===== config.mk =====
export PLATFORM = sky130hd
export DESIGN_NAME = rrt_rename_table
export DESIGN_NICKNAME = d
export VERILOG_FILES = /design/src/rtl/rrt_pkg.sv /design/src/rtl/rrt_free_pool.sv /design/src/rtl/rrt_snapshot_fifo.sv /design/src/rtl/rrt_rename_table.sv
export SDC_FILE = /design/constraint.sdc
export NUM_CORES = 2
export LEC_CHECK = 0
export BUFFER_PORTS_ARGS = -buffer_cell sky130_fd_sc_hd__buf_2
export CORE_MARGIN = 1
export CORE_UTILIZATION = 30
export DETAILED_ROUTE_END_ITERATION = 10
export SETUP_SLACK_MARGIN = 0.2
export SLEW_MARGIN = 25
export SYNTH_ARGS = -nofsm -noshare
export SYNTH_HDL_FRONTEND = slang
export SYNTH_HIERARCHICAL = 1
export SYNTH_SLANG_ARGS = --single-unit

===== constraint.sdc =====
create_clock -name clk -period 6.1 [get_ports clk]
set_clock_uncertainty 0.2 [all_clocks]
set_input_delay 0.305 -clock clk [delete_from_list [all_inputs] [get_ports clk]]
set_output_delay 0.305 -clock clk [all_outputs]
set_load 0.02 [all_outputs]

===== src/rtl/rrt_pkg.sv =====
package rrt_pkg;
  localparam int RRT_ARCH_REGS = 8;
  localparam int RRT_PHYS_REGS = 32;
  localparam int RRT_DATA_W    = 16;
  localparam int RRT_SNAPSHOTS = 4;

  // a source is usable if nobody in flight produces it or its producer wrote
  function automatic logic src_is_ready(input logic mapped, input logic rdy);
    return !mapped || rdy;
  endfunction

  // an entry is hit when it is live and its tag compares equal
  function automatic logic slot_hit(input logic live, input logic tag_eq);
    return live && tag_eq;
  endfunction
endpackage


===== src/rtl/rrt_free_pool.sv =====
module rrt_free_pool #(
  parameter int NPHYS = 32,
  parameter int PW    = $clog2(NPHYS)
) (
  input  logic          clk,
  input  logic          rst_n,
  input  logic          pop,
  input  logic          push,
  input  logic [PW-1:0] push_tag,
  input  logic          restore,
  input  logic [PW:0]   restore_head,
  output logic [PW-1:0] head_tag,
  output logic [PW:0]   head_ptr,
  output logic          empty
);
  logic [PW-1:0] slot_q [NPHYS];
  logic [PW:0]   head_q, tail_q, fill;

  assign fill     = tail_q - head_q;
  assign empty    = (fill == '0);
  assign head_tag = slot_q[head_q[PW-1:0]];
  assign head_ptr = head_q;

  always_ff @(posedge clk or negedge rst_n) begin
    if (!rst_n) begin
      for (int i = 0; i < NPHYS; i++) slot_q[i] <= PW'(i);
      head_q <= '0;
      tail_q <= (PW+1)'(NPHYS);
    end else begin
      if (push) begin
        slot_q[tail_q[PW-1:0]] <= push_tag;
        tail_q <= tail_q + 1'b1;
      end
      if (restore)  head_q <= restore_head;
      else if (pop) head_q <= head_q + 1'b1;
    end
  end

  p_no_underflow_r5: assert property (@(posedge clk) disable iff (!rst_n)
    pop && !restore |-> !empty);
  p_no_overflow_r8: assert property (@(posedge clk) disable iff (!rst_n)
    push && !restore |-> fill < (PW+1)'(NPHYS));
endmodule


===== src/rtl/rrt_snapshot_fifo.sv =====
module rrt_snapshot_fifo #(
  parameter int NARCH = 8,
  parameter int NPHYS = 32,
  parameter int NSNAP = 4,
  parameter int AW    = $clog2(NARCH),
  parameter int PW    = $clog2(NPHYS),
  parameter int CW    = $clog2(NSNAP)
) (
  input  logic          clk,
  input  logic          rst_n,
  input  logic          take,
  input  logic          take_v   [NARCH],
  input  logic [PW-1:0] take_t   [NARCH],
  input  logic [PW:0]   take_head,
  input  logic          release_ok,
  input  logic          flush,
  input  logic          clr_valid,
  input  logic [AW-1:0] clr_arch,
  input  logic [PW-1:0] clr_tag,
  output logic          full,
  output logic          empty,
  output logic          old_v    [NARCH],
  output logic [PW-1:0] old_t    [NARCH],
  output logic [PW:0]   old_head
);
  import rrt_pkg::*;
  logic          sv_q [NSNAP][NARCH];
  logic [PW-1:0] st_q [NSNAP][NARCH];
  logic [PW:0]   sh_q [NSNAP];
  logic [CW:0]   rd_q, wr_q, used;

  assign used     = wr_q - rd_q;
  assign full     = (used == (CW+1)'(NSNAP));
  assign empty    = (used == '0);
  assign old_head = sh_q[rd_q[CW-1:0]];

  always_comb begin
    for (int i = 0; i < NARCH; i++) begin
      old_v[i] = sv_q[rd_q[CW-1:0]][i];
      old_t[i] = st_q[rd_q[CW-1:0]][i];
    end
  end

  for (genvar k = 0; k < NSNAP; k++) begin : g_slot
    always_ff @(posedge clk or negedge rst_n) begin
      if (!rst_n) begin
        for (int i = 0; i < NARCH; i++) begin
          sv_q[k][i] <= 1'b0;
          st_q[k][i] <= '0;
        end
        sh_q[k] <= '0;
      end else if (take && wr_q[CW-1:0] == CW'(k)) begin
        for (int i = 0; i < NARCH; i++) begin
          sv_q[k][i] <= take_v[i];
          st_q[k][i] <= take_t[i];
        end
        sh_q[k] <= take_head;
      end else if (clr_valid &&
                   slot_hit(sv_q[k][clr_arch], st_q[k][clr_arch] == clr_tag)) begin
        sv_q[k][clr_arch] <= 1'b0;
      end
    end
  end

  always_ff @(posedge clk or negedge rst_n) begin
    if (!rst_n) begin
      rd_q <= '0;
      wr_q <= '0;
    end else if (flush) begin
      rd_q <= wr_q;
    end else begin
      if (release_ok) rd_q <= rd_q + 1'b1;
      if (take)       wr_q <= wr_q + 1'b1;
    end
  end

  p_take_room_r10: assert property (@(posedge clk) disable iff (!rst_n)
    take |-> !full && !flush);
  p_resolve_held_r10: assert property (@(posedge clk) disable iff (!rst_n)
    (release_ok || flush) |-> !empty);
  p_flush_drops_all_r11: assert property (@(posedge clk) disable iff (!rst_n)
    flush |=> empty);
endmodule


===== src/rtl/rrt_rename_table.sv =====
module rrt_rename_table
  import rrt_pkg::*;
#(
  parameter int NARCH = RRT_ARCH_REGS,
  parameter int NPHYS = RRT_PHYS_REGS,
  parameter int DW    = RRT_DATA_W,
  parameter int NSNAP = RRT_SNAPSHOTS,
  parameter int AW    = $clog2(NARCH),
  parameter int PW    = $clog2(NPHYS)
) (
  input  logic          clk,
  input  logic          rst_n,
  input  logic          ren_valid,
  input  logic          ren_dst_valid,
  input  logic [AW-1:0] ren_dst,
  input  logic          ren_is_branch,
  input  logic [AW-1:0] ren_src_a,
  input  logic [AW-1:0] ren_src_b,
  output logic          ren_stall,
  output logic [PW-1:0] ren_dst_tag,
  output logic          src_a_mapped,
  output logic [PW-1:0] src_a_tag,
  output logic          src_a_ready,
  output logic [DW-1:0] src_a_data,
  output logic          src_b_mapped,
  output logic [PW-1:0] src_b_tag,
  output logic          src_b_ready,
  output logic [DW-1:0] src_b_data,
  input  logic          wb_valid,
  input  logic [PW-1:0] wb_tag,
  input  logic [DW-1:0] wb_data,
  input  logic          cm_valid,
  input  logic [PW-1:0] cm_tag,
  input  logic          br_valid,
  input  logic          br_mispredict
);
  localparam int NSRC = 2;

  logic          map_v_q [NARCH];
  logic [PW-1:0] map_t_q [NARCH];
  logic          ready_q [NPHYS];
  logic [DW-1:0] prf_q   [NPHYS];
  logic [AW-1:0] owner_q [NPHYS];
  logic [DW-1:0] arch_q  [NARCH];

  // named events for the checks
  logic          flush, br_ok, ren_fire, alloc_fire, snap_take;
  logic [AW-1:0] cm_arch;
  logic [PW-1:0] head_tag;
  logic [PW:0]   head_ptr, snap_old_head;
  logic          pool_empty, snap_full, snap_empty;
  logic          snap_old_v [NARCH];
  logic [PW-1:0] snap_old_t [NARCH];
  logic          base_v [NARCH], map_nv [NARCH];
  logic [PW-1:0] base_t [NARCH], map_nt [NARCH];

  assign flush      = br_valid && br_mispredict;
  assign br_ok      = br_valid && !br_mispredict;
  assign ren_stall  = (ren_dst_valid && pool_empty) || (ren_is_branch && snap_full);
  assign ren_fire   = ren_valid && !ren_stall && !flush;
  assign alloc_fire = ren_fire && ren_dst_valid;
  assign snap_take  = ren_fire && ren_is_branch;
  assign cm_arch    = owner_q[cm_tag];
  assign ren_dst_tag = head_tag;

  // next mapping: restore, then commit removal, then the new destination
  always_comb begin
    for (int i = 0; i < NARCH; i++) begin
      base_v[i] = flush ? snap_old_v[i] : map_v_q[i];
      base_t[i] = flush ? snap_old_t[i] : map_t_q[i];
      map_nv[i] = base_v[i];
      map_nt[i] = base_t[i];
      if (cm_valid && AW'(i) == cm_arch && slot_hit(base_v[i], base_t[i] == cm_tag))
        map_nv[i] = 1'b0;
      if (alloc_fire && AW'(i) == ren_dst) begin
        map_nv[i] = 1'b1;
        map_nt[i] = head_tag;
      end
    end
  end

  // source lookup
  logic [AW-1:0] s_idx [NSRC];
  logic          s_map [NSRC];
  logic [PW-1:0] s_tag [NSRC];
  logic          s_rdy [NSRC];
  logic [DW-1:0] s_dat [NSRC];
  assign s_idx[0] = ren_src_a;
  assign s_idx[1] = ren_src_b;
  for (genvar g = 0; g < NSRC; g++) begin : g_src
    assign s_map[g] = map_v_q[s_idx[g]];
    assign s_tag[g] = map_t_q[s_idx[g]];
    assign s_rdy[g] = src_is_ready(s_map[g], ready_q[s_tag[g]]);
    assign s_dat[g] = s_map[g] ? prf_q[s_tag[g]] : arch_q[s_idx[g]];
  end
  assign src_a_mapped = s_map[0];
  assign src_a_tag    = s_tag[0];
  assign src_a_ready  = s_rdy[0];
  assign src_a_data   = s_dat[0];
  assign src_b_mapped = s_map[1];
  assign src_b_tag    = s_tag[1];
  assign src_b_ready  = s_rdy[1];
  assign src_b_data   = s_dat[1];

  always_ff @(posedge clk or negedge rst_n) begin
    if (!rst_n) begin
      for (int i = 0; i < NPHYS; i++) begin
        ready_q[i] <= 1'b0;
        prf_q[i]   <= '0;
        owner_q[i] <= '0;
      end
      for (int i = 0; i < NARCH; i++) begin
        map_v_q[i] <= 1'b0;
        map_t_q[i] <= '0;
        arch_q[i]  <= '0;
      end
    end else begin
      if (wb_valid) begin
        ready_q[wb_tag] <= 1'b1;
        prf_q[wb_tag]   <= wb_data;
      end
      if (alloc_fire) begin
        ready_q[head_tag] <= 1'b0;
        owner_q[head_tag] <= ren_dst;
      end
      if (cm_valid) arch_q[cm_arch] <= prf_q[cm_tag];
      for (int i = 0; i < NARCH; i++) begin
        map_v_q[i] <= map_nv[i];
        map_t_q[i] <= map_nt[i];
      end
    end
  end

  rrt_free_pool #(.NPHYS(NPHYS), .PW(PW)) u_pool (
    .clk(clk), .rst_n(rst_n),
    .pop(alloc_fire), .push(cm_valid), .push_tag(cm_tag),
    .restore(flush), .restore_head(snap_old_head),
    .head_tag(head_tag), .head_ptr(head_ptr), .empty(pool_empty)
  );

  rrt_snapshot_fifo #(.NARCH(NARCH), .NPHYS(NPHYS), .NSNAP(NSNAP),
                      .AW(AW), .PW(PW)) u_snap (
    .clk(clk), .rst_n(rst_n),
    .take(snap_take), .take_v(map_nv), .take_t(map_nt),
    .take_head(head_ptr + {{PW{1'b0}}, alloc_fire}),
    .release_ok(br_ok), .flush(flush),
    .clr_valid(cm_valid), .clr_arch(cm_arch), .clr_tag(cm_tag),
    .full(snap_full), .empty(snap_empty),
    .old_v(snap_old_v), .old_t(snap_old_t), .old_head(snap_old_head)
  );

  p_alloc_unready_r6: assert property (@(posedge clk) disable iff (!rst_n)
    alloc_fire |=> !ready_q[$past(head_tag)]);
  p_wb_ready_r6: assert property (@(posedge clk) disable iff (!rst_n)
    wb_valid && !(alloc_fire && head_tag == wb_tag) |=> ready_q[$past(wb_tag)]);
  p_commit_copies_r8: assert property (@(posedge clk) disable iff (!rst_n)
    cm_valid |=> arch_q[$past(cm_arch)] == $past(prf_q[cm_tag]));
  p_commit_unmaps_r9: assert property (@(posedge clk) disable iff (!rst_n)
    cm_valid && !flush && !(alloc_fire && ren_dst == cm_arch)
    |=> !(map_v_q[$past(cm_arch)] && map_t_q[$past(cm_arch)] == $past(cm_tag)));
  p_mispredict_held_r11: assert property (@(posedge clk) disable iff (!rst_n)
    flush |-> !snap_empty);
endmodule


After elaboration in Yosys (flattened, before gate mapping). Cells that the tools add are included. Widths: inputs -> output; s select.

Register bits: 1210. Word-level logic and storage cells: 517.

Add/subtract/negate cells: 7. Magnitude comparators: 15. Equality and inequality tests: 30. Multiplexer cells: 146. Bitwise operators: 20. Reduce and logical (&&, ||, !) cells: 75.

Operators with widths (count): $bwmux 512 (1); $bmux 16 s5 (3); $mux 16 (14); $bwmux 160 (1); $mux 5 (31); $bwmux 128 (1); $bmux 16 s3 (2); $bwmux 96 (1); $bmux 5 s3 (6); $bmux 40 s2 (1); $demux 16 s5 (1); $mux 40 (2); $mux 8 (10); $mux 32 (2); $eq 5x5->1 (12); $logic_and 1x1->1 (56); $demux 16 s3 (1); $mux 1 (43); $ge 6x6->1 const B (7); $not 5->6 (7); $and 32x32->32 (1); $and 8x8->8 (4); $not 32->32 (1); $or 32x32->32 (1); 38 further kinds (84).

Longest topological paths before layout.
Word-level depth: 13. Mapped depth: 17.

Modules after synthesis. Netlist, hierarchy kept.

By module, submodules not included: rrt_rename_table (instances 1, cells each 4115, area an instance 49147.1 µm², sequential area each 20419.6 µm²); rrt_snapshot_fifo (instances 1, cells each 1150, area an instance 11826.3 µm², sequential area each 5555.3 µm²); rrt_free_pool (instances 1, cells each 580, area an instance 8359.3 µm², sequential area each 4405.5 µm²).

Worst setup path before layout. OpenSTA, ideal clock, no wires.

Kind: in2reg. Start: in cm_tag[1]. End: reg u_snap/sv_q[17] (netlist name). Setup time: 132 ps. Data arrival time: 3626 ps. Required time: 5768 ps. Setup slack: 2142 ps. Stages: 14. Cells stage by stage: buf_2 -> clkbuf_1 -> mux4_2 -> mux4_2 -> mux2i_1 -> inv_1 -> buf_6 -> buf_4 -> buf_2 -> a311o_1 -> a221oi_2 -> o221ai_2 -> o41ai_1 -> o21ai_1.

Cells in the longest elaborated chain, start to end: 13.

Ends and longest elaborated chain: start, declared (RTL line rrt_rename_table.sv:33) `input logic [PW-1:0] cm_tag,`; $not 5->6 (not written as such) (*) (RTL line rrt_rename_table.sv:63) `assign cm_arch = owner_q[cm_tag];`; $bmux 3 s5 (*) (RTL line rrt_rename_table.sv:63); $mux 3 (not written as such) (*) (2 in a row) (RTL line rrt_rename_table.sv:63); via cm_arch[0] (RTL line rrt_rename_table.sv:48) `logic [AW-1:0] cm_arch;`; $not 3->4 (not written as such) (RTL line rrt_snapshot_fifo.sv:59, rrt_snapshot_fifo.sv:60); $ge 4x4->1 (not written as such) / $lt 4x1->1 (equally long branches) (RTL line rrt_snapshot_fifo.sv:60) `sv_q[k][clr_arch] <= 1'b0;`; $logic_and 1x1->1 (not written as such) (RTL line rrt_snapshot_fifo.sv:60); $mux 1 (not written as such) (RTL line rrt_snapshot_fifo.sv:60); $demux 1 s3 (RTL line rrt_snapshot_fifo.sv:60); $not 8->8 (no line); $and 8x8->8 (no line); $mux 8 (RTL line rrt_snapshot_fifo.sv:58) `end else if (clr_valid &&`; $mux 8 (RTL line rrt_snapshot_fifo.sv:52) `end else if (take && wr_q[CW-1:0] == CW'(k)) begin`; end signal, assigned by index (RTL line rrt_snapshot_fifo.sv:54) `sv_q[k][i] <= take_v[i];`; end, declared (RTL line rrt_snapshot_fifo.sv:27) `logic sv_q [NSNAP][NARCH];`.

The timed path passes the listed nets; every way through them passes the cells marked *. The select of a mux whose other input is x is not followed. A chain may end at the register's enable or synchronous reset.

Worst setup path in the final report.
Start: reg map_t_q[9] (netlist name). End: out src_b_data[11].

Cells in the longest elaborated chain, start to end: 8.

Ends and longest elaborated chain: start, declared (RTL line rrt_rename_table.sv:40) `logic [PW-1:0] map_t_q [NARCH];`; start signal, assigned by index (RTL line rrt_rename_table.sv:129) `map_t_q[i] <= map_nt[i];`; $bmux 5 s3 (RTL line rrt_rename_table.sv:92) `assign s_tag[g] = map_t_q[s_idx[g]];`; $mux 5 (not written as such) (2 in a row) (RTL line rrt_rename_table.sv:92); $not 5->6 (not written as such) (RTL line rrt_rename_table.sv:94) `assign s_dat[g] = s_map[g] ? prf_q[s_tag[g]] : arch_q[s_idx[g]];`; $bmux 16 s5 (RTL line rrt_rename_table.sv:94); $mux 16 (not written as such) (2 in a row) (RTL line rrt_rename_table.sv:94); $mux 16 (RTL line rrt_rename_table.sv:94); end, declared (RTL line rrt_rename_table.sv:28) `output logic [DW-1:0] src_b_data,`.

No other way between the ends. The select of a mux whose other input is x is not followed.

==> metrics.md <==
| Metric | Value |
|---|---|
| Initial DRC Count | around 6300 |
| Initial antenna violation count | 17 |
| CP top delay family | multiplexers |
| Post-CTS Resized | 0 |
| Fmax achieved | 188 MHz |
| Pwr Total | 35.9 mW |
| Fin nets | 5839 |
| DR WL met2 | 108000 um |
| Sequential share of power | a little over a third |
| Die Wd | around 480 um |
| Largest net degree at the start of global routing | 171 |
| TritonCTS buffer count | 131 |
| Drc violations | 0 |
| Worst min-delay path category | input port to flop |
| Power per cell area | 460 nW/um^2 |
| DR top layer | met5 |
| Routed len/inst | 27.0 um |
| Max-Cap Viols | 0 |
| CP Data Required Time | 5.59 ns |
| Hold slack | between 0.08 and 0.09 ns |
| Row Count | 176 |
| CTS tree | yes |
| Routability congestion estimate | 0.917 |
| Most common cell after layout, fill and taps aside | dfrtp_1 |
| Via count | 51300 |
| Leakage power | 34.0 nW |
| Synth Instances | 5844 |
| Fin crit period | 5.31 ns |
| GRT overflow | 0 |
| Power share of the combinational group | 41.1% |
| Metal3 WL | 23500 um |
| Clock-pin slew on the worst setup and hold paths | 0.06 ns |
| Crit path cell chain | mux4_2, mux2i_4, buf_4, buf_4, mux2i_1, mux2i_1, o22ai_1, nor4_1, a21o_1, buf_2 |
| Vias in the first global route | 51400 |
| First-pass GRT wire length | 357000 um |
| Switching Share | 39.4% |
| Wl on met1 | approximately 97000 um |
| Clk_lat worst skew | 0.80 ns |
| Slew Limit Headroom | 31.7% |
| # clock sinks | 1210 |
| Syn avg cell area | 11.9 um^2 |
| Final cycle utilization of the critical path | 87.0% |
| Switching power | 14.2 mW |
| Synth Cell Area | 69300 um^2 |
| Critical path launch point type | flop |
| H-tree levels | 4 |
| Critical path buffers and inverters | 3 |
| Final Setup Violations | 0 |
| Layout area overhead | 12.6% |
| Post-route ant nets | 0 |
| Hpwl dp | 156000 um |
| CP endpoint kind | primary output |
| Maximum VDD drop | 0.000339 V |
| Worst-margin pin slew | 0.997 ns |
| Die area | roughly 230000 um^2 |
| Die H | 483 um |
| Most frequent cells in the layout | 1126 x dfrtp_1, 1036 x mux2_2, 1035 x nand2_1 |
| Max Fanout on Critical Path | 24 |
| Clock share of power | between 20% and 30% |
| RSZ-0062 raised after global routing | false |
| Final TNS setup | 0 ns |
| Post-Route WL | 241000 um |
| Initial core utilization | 30.2% |
| IO Port Bufs | 95 |
| Synth Warn # | 6 |
| Hold Vio Cnt, Final | 0 |
| Status | completed |
| Slowest cell on the critical path | nor4_1 |
| 1st-pass router iterations | 6 |
| Syn Nets | 5907 |
| Critical Path AT | between 4 and 5 ns |
| Via density | 5.76 |
| Kind of critical path | flop to primary output |
| IO Pins | 96 |
| Cell Int Power | 21.8 mW |
| Core Footprint | about 230000 um^2 |
| Clock Root Buffer | clkbuf_16 |
| Layout cell share with drive strength beyond 1 | a little over a third |
| Gr usage total | 20.5% |
| Fill cells | 22600 |
| CTS max path bufs | 3 |
| Max incr delay on CP | approximately 0.73 ns |
| Pins Over Slew Limit | 0 |
## final timing paths
check	startpoint	to	slack, ns	cells after the start
setup / recovery	map_t_q[9]	src_b_data[11]	0.79	10
hold / removal	wb_tag[3]	ready_q[3]	0.09	5
setup reg to reg	owner_q[36]	u_snap/sv_q[8]	1.42	11
hold reg to reg	u_snap/sh_q[19]	u_snap/sh_q[19]	0.28	2
max in group asynchronous	rst_n	u_snap/st_q[51]	3.56	4
min in group asynchronous	rst_n	map_v_q[1]	0.48	3
## stage by stage
step | utilization [%] | instance area (um^2) | setup WS [ns] | instances
4_1_cts | 33.9 | 78000 | 0.812 | 8907
3_5_place_dp | 31.8 | 73200 | 0.940 | 8637
5_1_grt | 34.0 | 78100 | 0.698 | 8911
2_1_floorplan | - | 69300 | 2.14 | 5844
6_report | 34.0 | 78100 | 0.794 | 8918
3_3_place_gp | 31.8 | 73100 | 0.958 | 8632
## power by group through the flow
stage                     sequential [mW]  combinational (mW)  clock, mW
after global placement               12.6                14.2          0
after global routing                 12.9                15.6       8.97
after floorplan                      11.8                10.1          0
after detailed placement             12.7                14.5          0
final                                12.7                14.7       8.50
after CTS                            12.6                14.5       8.62
## state kept, by name (all words and copies together) (netlist names), 8 cells and up
register / flops
arch_q: 128
map_v_q: 8
u_pool/slot_q: 160
prf_q: 512
map_t_q: 40
owner_q: 96
u_snap/sv_q: 32
u_snap/st_q: 160
ready_q: 32
u_snap/sh_q: 24
## area by class of cell
type	count	area [um^2]	share of cell area, %
timing repair buffer	271	2220	2.84
tap	3026	3790	4.85
multi-input combinational	4118	37000	47.3
clock buffer	191	3880	4.96
clock inverter	49	659	0.844
antenna	9	22.5	0.0288
inverter	44	188	0.240
sequential	1210	30400	38.9
## tightest hold or removal path, stage by stage
cell	delay [ns]
buf_2	0.15
nand3_1	0.27
nor2_4	0.15
nor2_1	0.11
nor2_1	0.04
## metal layers
layer | vias to the layer above | GRT usage (%)
met5 | - | 0
met4 | 8 | 9.40
met3 | 630 | 4.88
met2 | 2810 | 31.3
met1 | 26600 | 27.3
li1 | 21300 | -
## what timing repair did
action / in CTS / in global routing
hold buffers: 30 / 0
buffers inserted: 0 / 0
endpoints found under the hold margin: 681 / 0
setup endpoints to repair: 0 / 0
(Power assumes the default switching activity.)
